$ cat config.mk
export PLATFORM = sky130hd
export DESIGN_NAME = pciMemTarget
export DESIGN_NICKNAME = d
export VERILOG_FILES = /design/src/rtl/pciTgtPkg.sv /design/src/rtl/pciTgtPath.sv /design/src/rtl/pciTgtCtrl.sv /design/src/rtl/pciMemTarget.sv
export SDC_FILE = /design/constraint.sdc
export NUM_CORES = 1
export LEC_CHECK = 0
export ABC_AREA = 1
export BUFFER_PORTS_ARGS = -buffer_cell sky130_fd_sc_hd__buf_2
export CAP_MARGIN = 20
export CORE_MARGIN = 2
export CORE_UTILIZATION = 42
export CTS_CLUSTER_SIZE = 24
export DETAILED_ROUTE_END_ITERATION = 8
export PLACE_DENSITY = 0.77
export SLEW_MARGIN = 30
export SYNTH_ARGS = -nofsm -noshare
export SYNTH_HDL_FRONTEND = slang
export SYNTH_SLANG_ARGS = --single-unit
$ cat constraint.sdc
create_clock -name clk -period 1.5 [get_ports clk]
set_clock_uncertainty 0.2 [all_clocks]
set_input_delay 0.15 -clock clk [delete_from_list [all_inputs] [get_ports clk]]
set_output_delay 0.15 -clock clk [all_outputs]
set_load 0.05 [all_outputs]
$ cat src/rtl/pciTgtPkg.sv
package pciTgtPkg;
  localparam int DATA_W = 32;

  typedef enum logic [2:0] {
    ST_IDLE,
    ST_DECODE,
    ST_DATA,
    ST_XFER,
    ST_RETRY,
    ST_TURN
  } tgtState_t;

  typedef struct packed {
    logic latchAddr;
    logic advance;
    logic captureRd;
  } pathCtl_t;

  localparam logic [3:0] CMD_MRD = 4'b0110;
  localparam logic [3:0] CMD_MWR = 4'b0111;
  localparam logic [3:0] CMD_MRM = 4'b1100;
  localparam logic [3:0] CMD_MRL = 4'b1110;
  localparam logic [3:0] CMD_MWI = 4'b1111;
endpackage

$ cat src/rtl/pciTgtPath.sv
module pciTgtPath
  import pciTgtPkg::*;
#(
  parameter logic [31:0] BASE_ADDR = 32'h8000_0000,
  parameter int WIN_BITS = 16,
  localparam int MEM_AW = WIN_BITS - 2
) (
  input  logic              clk,
  input  logic              rstN,
  input  pathCtl_t          ctl,
  input  logic [31:0]       adIn,
  input  logic [3:0]        cbeN,
  input  logic [DATA_W-1:0] memRdata,
  output logic              winHit,
  output logic              cmdRead,
  output logic              cmdWrite,
  output logic [MEM_AW-1:0] memAddr,
  output logic [3:0]        memBe,
  output logic [DATA_W-1:0] memWdata,
  output logic [DATA_W-1:0] rdHold
);
  logic [31:0] addrReg;

  // window compare on the upper address bits only
  assign winHit = (adIn[31:WIN_BITS] == BASE_ADDR[31:WIN_BITS]);

  always_comb begin
    cmdRead  = 1'b0;
    cmdWrite = 1'b0;
    unique case (cbeN)
      CMD_MRD, CMD_MRM, CMD_MRL: cmdRead  = 1'b1;
      CMD_MWR, CMD_MWI:          cmdWrite = 1'b1;
      default: ;
    endcase
  end

  always_ff @(posedge clk or negedge rstN) begin
    if (!rstN) begin
      addrReg <= '0;
    end else if (ctl.latchAddr) begin
      addrReg <= {adIn[31:2], 2'b00};
    end else if (ctl.advance) begin
      addrReg <= addrReg + 32'd4;
    end
  end

  always_ff @(posedge clk or negedge rstN) begin
    if (!rstN) begin
      rdHold <= '0;
    end else if (ctl.captureRd) begin
      rdHold <= memRdata;
    end
  end

  assign memAddr  = addrReg[WIN_BITS-1:2];
  assign memBe    = ~cbeN;
  assign memWdata = adIn;

  // the word address moves only when the control asks for it
  assert_addr_moves_R8: assert property (@(posedge clk) disable iff (!rstN)
    !$stable(memAddr) |-> ($past(ctl.advance) || $past(ctl.latchAddr)));
endmodule

$ cat src/rtl/pciTgtCtrl.sv
module pciTgtCtrl
  import pciTgtPkg::*;
#(
  parameter int RETRY_LIMIT = 16,
  localparam int CNT_W = $clog2(RETRY_LIMIT + 1)
) (
  input  logic     clk,
  input  logic     rstN,
  input  logic     frameN,
  input  logic     irdyN,
  input  logic     winHit,
  input  logic     cmdRead,
  input  logic     cmdWrite,
  input  logic     memGrant,
  input  logic     memReady,
  output pathCtl_t ctl,
  output logic     devselN,
  output logic     trdyN,
  output logic     stopN,
  output logic     tgtOe,
  output logic     adOe,
  output logic     memReq,
  output logic     memWe
);
  tgtState_t state, nextState;
  logic frameNq;
  logic isRead, claimReg, firstPhase;
  logic [CNT_W-1:0] waitCnt;
  logic addrPhase, claimNow, phaseGo;

  assign addrPhase = (state == ST_IDLE) && !frameN && frameNq;
  assign claimNow  = winHit && (cmdRead || cmdWrite);
  // a write needs the initiator's data, a read can fetch at once
  assign phaseGo   = (state == ST_DATA) && memGrant && (isRead || !irdyN);

  assign memReq = phaseGo;
  assign memWe  = phaseGo && !isRead;

  always_comb begin
    nextState     = state;
    ctl           = '0;
    ctl.latchAddr = addrPhase;
    unique case (state)
      ST_IDLE:   if (addrPhase) nextState = ST_DECODE;
      ST_DECODE: nextState = claimReg ? ST_DATA : ST_IDLE;
      ST_DATA: begin
        if (phaseGo && memReady) begin
          ctl.captureRd = isRead;
          nextState     = ST_XFER;
        end else if (firstPhase && !memGrant &&
                     waitCnt == CNT_W'(RETRY_LIMIT - 1)) begin
          nextState = ST_RETRY;
        end
      end
      ST_XFER: begin
        if (!irdyN) begin
          ctl.advance = 1'b1;
          nextState   = frameN ? ST_TURN : ST_DATA;
        end
      end
      ST_RETRY:  if (frameN) nextState = ST_TURN;
      ST_TURN:   nextState = ST_IDLE;
      default:   nextState = ST_IDLE;
    endcase
  end

  always_ff @(posedge clk or negedge rstN) begin
    if (!rstN) begin
      state      <= ST_IDLE;
      frameNq    <= 1'b1;
      isRead     <= 1'b0;
      claimReg   <= 1'b0;
      firstPhase <= 1'b0;
      waitCnt    <= '0;
    end else begin
      state   <= nextState;
      frameNq <= frameN;
      if (addrPhase) begin
        isRead   <= cmdRead;
        claimReg <= claimNow;
      end
      if (state == ST_DECODE) begin
        firstPhase <= 1'b1;
        waitCnt    <= '0;
      end else if (ctl.advance) begin
        firstPhase <= 1'b0;
      end else if (state == ST_DATA && firstPhase && !memGrant) begin
        waitCnt <= waitCnt + 1'b1;
      end
    end
  end

  assign devselN = !(state == ST_DATA || state == ST_XFER || state == ST_RETRY);
  assign trdyN   = (state != ST_XFER);
  assign stopN   = (state != ST_RETRY);
  assign tgtOe   = (state != ST_IDLE) && (state != ST_DECODE);
  assign adOe    = (state == ST_XFER) && isRead;

  assert_claim_medium_R2: assert property (@(posedge clk) disable iff (!rstN)
    (addrPhase && claimNow) |=> devselN ##1 !devselN);
  assert_no_foreign_claim_R3: assert property (@(posedge clk) disable iff (!rstN)
    (addrPhase && !claimNow) |=> ##1 devselN);
  assert_rd_drive_R5: assert property (@(posedge clk) disable iff (!rstN)
    adOe |-> (!trdyN && !devselN));
  assert_trdy_after_ready_R7: assert property (@(posedge clk) disable iff (!rstN)
    $fell(trdyN) |-> $past(memReady));
  assert_retry_no_trdy_R10: assert property (@(posedge clk) disable iff (!rstN)
    !stopN |-> (trdyN && !memReq));
  assert_release_R11: assert property (@(posedge clk) disable iff (!rstN)
    (!trdyN && !irdyN && frameN) |=> (devselN && trdyN && stopN));
endmodule

$ cat src/rtl/pciMemTarget.sv
module pciMemTarget
  import pciTgtPkg::*;
#(
  parameter logic [31:0] BASE_ADDR = 32'h8000_0000,
  parameter int WIN_BITS = 16,
  parameter int RETRY_LIMIT = 16,
  localparam int MEM_AW = WIN_BITS - 2
) (
  input  logic              clk,
  input  logic              rstN,
  input  logic [31:0]       adIn,
  output logic [31:0]       adOut,
  output logic              adOe,
  input  logic [3:0]        cbeN,
  input  logic              frameN,
  input  logic              irdyN,
  output logic              devselN,
  output logic              trdyN,
  output logic              stopN,
  output logic              tgtOe,
  output logic              memReq,
  output logic              memWe,
  output logic [MEM_AW-1:0] memAddr,
  output logic [3:0]        memBe,
  output logic [31:0]       memWdata,
  input  logic [31:0]       memRdata,
  input  logic              memReady,
  input  logic              memGrant
);
  pathCtl_t ctl;
  logic winHit, cmdRead, cmdWrite;

  pciTgtCtrl #(.RETRY_LIMIT(RETRY_LIMIT)) i_ctrl (
    .clk(clk), .rstN(rstN), .frameN(frameN), .irdyN(irdyN),
    .winHit(winHit), .cmdRead(cmdRead), .cmdWrite(cmdWrite),
    .memGrant(memGrant), .memReady(memReady), .ctl(ctl),
    .devselN(devselN), .trdyN(trdyN), .stopN(stopN), .tgtOe(tgtOe),
    .adOe(adOe), .memReq(memReq), .memWe(memWe)
  );

  pciTgtPath #(.BASE_ADDR(BASE_ADDR), .WIN_BITS(WIN_BITS)) i_path (
    .clk(clk), .rstN(rstN), .ctl(ctl), .adIn(adIn), .cbeN(cbeN),
    .memRdata(memRdata), .winHit(winHit), .cmdRead(cmdRead),
    .cmdWrite(cmdWrite), .memAddr(memAddr), .memBe(memBe),
    .memWdata(memWdata), .rdHold(adOut)
  );
endmodule

### After elaboration in Yosys (flattened, before gate mapping)

Index checks and enable logic that the tools add are counted.

* flip-flop bits (word level): 76
* input bits: 74
* output and inout port bits: 89
* logic and storage cells: 82

* add/sub/neg operators: 2
* equal/unequal tests: 19
* muxes and demuxes: 21
* bitwise logic cells: 1
* reduce and logical (&&, ||, !) cells: 31

Operators by type and width (number)
* 32-bit 2-to-1 mux: 2
* 32-bit by 3-bit adder with 32-bit output (second input constant): 1
* 3-bit 2-to-1 mux: 6
* 16-bit == test (second input constant): 1
* 5-bit 2-to-1 mux: 3
* 3-bit one-hot mux with 5 select lines: 1
* 1-bit logical AND: 13
* 4-bit == test (second input constant): 3
* 4-bit by 3-bit == test with 1-bit output (second input constant): 2
* 1-bit 2-to-1 mux: 8
* 3-bit by 2-bit == test with 1-bit output (second input constant): 2
* 3-bit by 1-bit != test with 1-bit output (second input constant): 2
* 2-bit nonzero test: 3
* 5-bit by 1-bit adder with 5-bit output (second input constant): 1
* 5-bit by 4-bit == test with 1-bit output (second input constant): 1
* 1-bit logical NOT: 5
* 1-bit logical OR: 4
* 2-bit by 1-bit != test with 1-bit output (second input constant): 2
* 2-bit != test (second input constant): 2
* 4-bit NOT: 1
* 4-bit AND reduction: 1
* 3-bit by 1-bit == test with 1-bit output (second input constant): 1
* 3-bit == test (second input constant): 1
* 3-bit logical NOT: 1
* other kinds (7): 7

### Longest topological paths before layout

* depth after elaboration: 6
* mapped depth: 10
* depth with buffers taken out: 9

### Hierarchy

A second synthesis with hierarchy kept.

* cell total of the unflattened synthesis: 338
* area total of the unflattened synthesis: 3145.5 um^2

By module, submodules not included
* pciTgtPath: instances 1, cells each 237, area each 2413.6 um^2, sequential area each 1151.1 um^2
* pciTgtCtrl: instances 1, cells each 101, area each 732.0 um^2, sequential area each 301.5 um^2

### Worst setup path before layout

OpenSTA, ideal clock, no wires.

* path type: register -> output
* from: reg i_ctrl.state[0]
* to: out devselN
* arrival time: 1645 ps
* required time: 1150 ps
* setup slack: -495 ps
* stages on the path, launching flop included: 3
* buffers on the path: 0
* cells stage by stage: dfrtp_1 -> nor2_2 -> o21ai_0

* cells in the longest elaborated chain, start to end: 4
* elaborated cells between the ends (all ways): 6
* classes of those cells: eq/ne: 3; reduce/logical: 3

RTL lines
* from (decl): RTL line pciTgtCtrl.sv:25 `tgtState_t state, nextState;`
* from (signal assigned): RTL line pciTgtCtrl.sv:76 `state <= nextState;`
* 3-bit by 2-bit == test with 1-bit output: RTL line pciTgtCtrl.sv:93 `assign devselN = !(state == ST_DATA || state == ST_XFER || state == ST_RETRY);`
* 1-bit logical OR: RTL line pciTgtCtrl.sv:93
* 1-bit logical OR (*): RTL line pciTgtCtrl.sv:93
* 1-bit logical NOT (*): RTL line pciTgtCtrl.sv:93
* to (decl): RTL line pciMemTarget.sv:17 `output logic devselN,`

Mark *: on every way between the ends. The rest lies on a longest branch, timed or not.

### Final worst setup path

* from: reg i_ctrl.state[0]
* to: reg i_path.rdHold[21]

* cells in the longest elaborated chain, start to end: 6

RTL lines
* 3-bit by 2-bit == test with 1-bit output (*): RTL line pciTgtCtrl.sv:34, pciTgtCtrl.sv:43
* 1-bit logical AND (2 in series): RTL line pciTgtCtrl.sv:34 `assign phaseGo = (state == ST_DATA) && memGrant && (isRead || !irdyN);`
* 1-bit logical AND: RTL line pciTgtCtrl.sv:47 `if (phaseGo && memReady) begin`
* 1-bit 2-to-1 mux: RTL line pciTgtCtrl.sv:47
* 1-bit 2-to-1 mux (*): RTL line pciTgtCtrl.sv:43 `unique case (state)`
* to (signal assigned): RTL line pciTgtPath.sv:51 `rdHold <= memRdata;`
* to (decl): RTL line pciTgtPath.sv:20 `output logic [DATA_W-1:0] rdHold`

Marks and branches as above.
A chain may end at the register's enable or synchronous reset.

==> flow_summary.yaml <==
clock_network:
  cts_buffer_depth: 2
  cts.sinks: 58
  worst_skew_pair.late_latency_ns: 0.33
  root_buffer: "clkbuf_8"
  clk_pin_slew_ns: 0.07
  htreeDepth: 3
  cts_tree: "yes"
  cts-buffers-inserted: 9
floorplan:
  die_w_um: 91.9
  die-area_sq_um: 8450
  design.core.area_sq_um: 7610
  die_y_um: 91.9
  io_pins: 163
  num_rows: 32
  start_util: 0.427
logic_synthesis:
  netlist_area_sq_um: 3250
  yosysSeqAreaShare: 0.447
  syn_nets: 506
  synthFlopType: "dfrtp_1"
  yosysWarnings: 0
  post-synth-top-area-cell: "dfrtp_1"
  async_flop_share: 1.00
  synth_common_cells: "116 x nand2_1, 58 x inv_1, 57 x dfrtp_1"
  ys_ff_latch: 58
  synth-edff-count: 0
  synthTopCellsByArea: "dfrtp_1 44%, nand2_1 13%, buf_4 7.6%"
  netlist.area_leader.share: 0.439
  syn_area_per_cell_sq_um: 7.57
  synthCells: 429
  synth.most_common_cell: "nand2_1"
  synthDistinctLibCells: 29
cells_and_area:
  drive_gt1_frac: 0.533
  fin_nets: 759
  fillers: 482
  final_area_sq_um: 5990
  area_growth_pct: 84.5
power_and_ir_drop:
  power_uw: 6850
  ir_worst_vdd_mv: 1.19
  leakagePower_uw: 0.00321
  p_per_area_nw_per_um2: 1140
setup_path:
  required_ns: 1.53
  end_kind: "register"
  critPathKind: "register to register"
  regToRegSetupSlack_ns: -0.32
  cp-start-kind: "register"
  cp.arrival_ns: 1.85
  cp_max_fo: 8
detailed_routing:
  wl_um: 12600
  ant_nets: 0
  drc: 0
  vias_per_cell: 4.95
  wl_per_cell_um: 15.9
  vias: 3910
  drt-initial-drc-count: 202
  first_pass_iters: 5
timing:
  slew_viol_final: 0
  maxSlewHeadroom: 0.692
  setup_tns_ns: -14.98
  worstMarginPinSlew_ns: 0.460
  fmax_mhz: 549
  setup_viol: 64
  period_share: 1.22
  finalHoldViolations: 0
  hold_ws_ns: 0.0100
  fin_crit_ns: 1.82
  rsz0062_at_grt: "yes"
  timing.final.ws_setup_ns: -0.323
status:
  violations: "negative setup slack"
  status: "finished with violations"
global_routing:
  busiest_layer: "met2"
  overflow: 0
  grt_pass1_wl_um: 17000
  grtUsageMet1: 0.275
  antenna_found_initial: 0
  grtUsageMet3: 0.0386
  grt_pass1_vias: 3725
  track_usage: 0.254
  grt_max_degree: 65
  met2_usage: 0.477
placed_design:
  gp_congestion: 0.845
  dp_hpwl_um: 6350
  port_buffers: 158
  dpl_cell_area_sq_um: 4230
worst_hold_path:
  hp-class: "input port to register"
flow_run:
  maxCapViolCount: 0
[logic make-up after synthesis]
group	count (synthesis)	share of synthesized area
AO/OA/AOI/OAI	61	0.0963
buffers and inverters	113	0.180
AND/OR/NAND/NOR	190	0.254
adder cells (fa/ha/maj)	3	0.0116
flip-flops	58	0.447
XOR/XNOR	4	0.0108
[registers in the layout, indices dropped and copies added (netlist names)]
signal and flops:
i_path.addrReg 14, i_ctrl.claimReg 1, i_ctrl.state 3, i_ctrl.isRead 1, i_ctrl.frameNq 1, i_path.rdHold 32
i_ctrl.waitCnt 5, i_ctrl.firstPhase 1
[cell type report]
class,instances,area (sq um),area share
Inverter,71,299,0.0499
Multi-Input combinational cell,258,1680,0.280
Timing Repair Buffer,283,2180,0.365
Sequential cell,58,1470,0.245
Antenna cell,1,2.50,0.000418
Tap cell,102,128,0.0213
Timing Repair inverter,1,6.26,0.00104
Clock inverter,6,88.8,0.0148
Clock buffer,10,138,0.0230
[per-stage QoR]
step	setup slack, ns	std cells	util
6_report	-0.323	790	0.788
5_1_grt	-0.402	789	0.787
4_1_cts	-0.287	772	0.720
3_5_place_dp	-0.137	679	0.556
3_3_place_gp	-0.0962	679	0.556
2_1_floorplan	-0.189	429	-
[metal layers]
metal,share of wire,wire length [um]
met3,0.046,580
met2,0.55,6870
met1,0.37,4620
met4,0.040,504
met5,0,0
[where the power goes]
part           switching, uW  internal, uW
combinational           1890          1200
clock                    668           983
sequential               325          1790
total                   2890          3960
[timing repair]
action	4_1_cts	5_1_grt
pin swaps	12	17
setup buffers	15	13
gates cloned	3	6
hold buffers	59	0
endpoints found under the setup margin	62	69
gates resized for setup	73	101
hold endpoints to repair	110	0
[final timing paths]
kind,from,endpoint,cells after the start
hold reg to reg,i_ctrl.claimReg,i_ctrl.claimReg,2
min in group asynchronous,rstN,i_path.rdHold[22],3
setup reg to reg,i_ctrl.state[0],i_path.rdHold[21],9
hold / removal,adIn[22],i_ctrl.claimReg,6
max in group asynchronous,rstN,i_ctrl.frameNq,3
setup / recovery,i_ctrl.state[0],i_path.rdHold[21],9
[worst max-delay path, stage by stage, from the launching register on]
cell       delay [ns]
dfrtp_2          0.45
buf_6            0.13
nor2_4           0.12
nand2_4          0.09
inv_8            0.06
buf_6            0.09
nand3_4          0.19
clkbuf_16        0.25
nand2_2          0.08
o21ai_2          0.05
[cells in the final DEF, fill, tap and decap left out, types with 2 or more instances in the layout]
| master | count |
|---|---|
| nand2_4 | 10 |
| inv_4 | 3 |
| a21oi_1 | 4 |
| buf_16 | 2 |
| nor2_4 | 6 |
| nand2_1 | 73 |
| nand2_2 | 34 |
| nor2_1 | 25 |
| buf_4 | 39 |
| dfrtp_1 | 47 |
| nand4_1 | 10 |
| dfrtp_2 | 10 |
| buf_8 | 6 |
| clkbuf_8 | 10 |
| inv_1 | 55 |
| xor2_1 | 2 |
| nand3_4 | 3 |
| inv_8 | 2 |
| buf_6 | 20 |
| bufinv_16 | 2 |
| clkbuf_4 | 4 |
| o21ai_4 | 8 |
| clkinvlp_4 | 2 |
| inv_2 | 11 |
| buf_2 | 145 |
| clkbuf_16 | 3 |
| a21oi_2 | 3 |
| o21ai_2 | 19 |
| nand3_1 | 18 |
| dlygate4sd3_1 | 59 |
| xnor2_1 | 2 |
| o21ai_1 | 21 |
| buf_12 | 5 |
| nand3_2 | 6 |
Note: power is estimated with default switching activity, not from simulation.
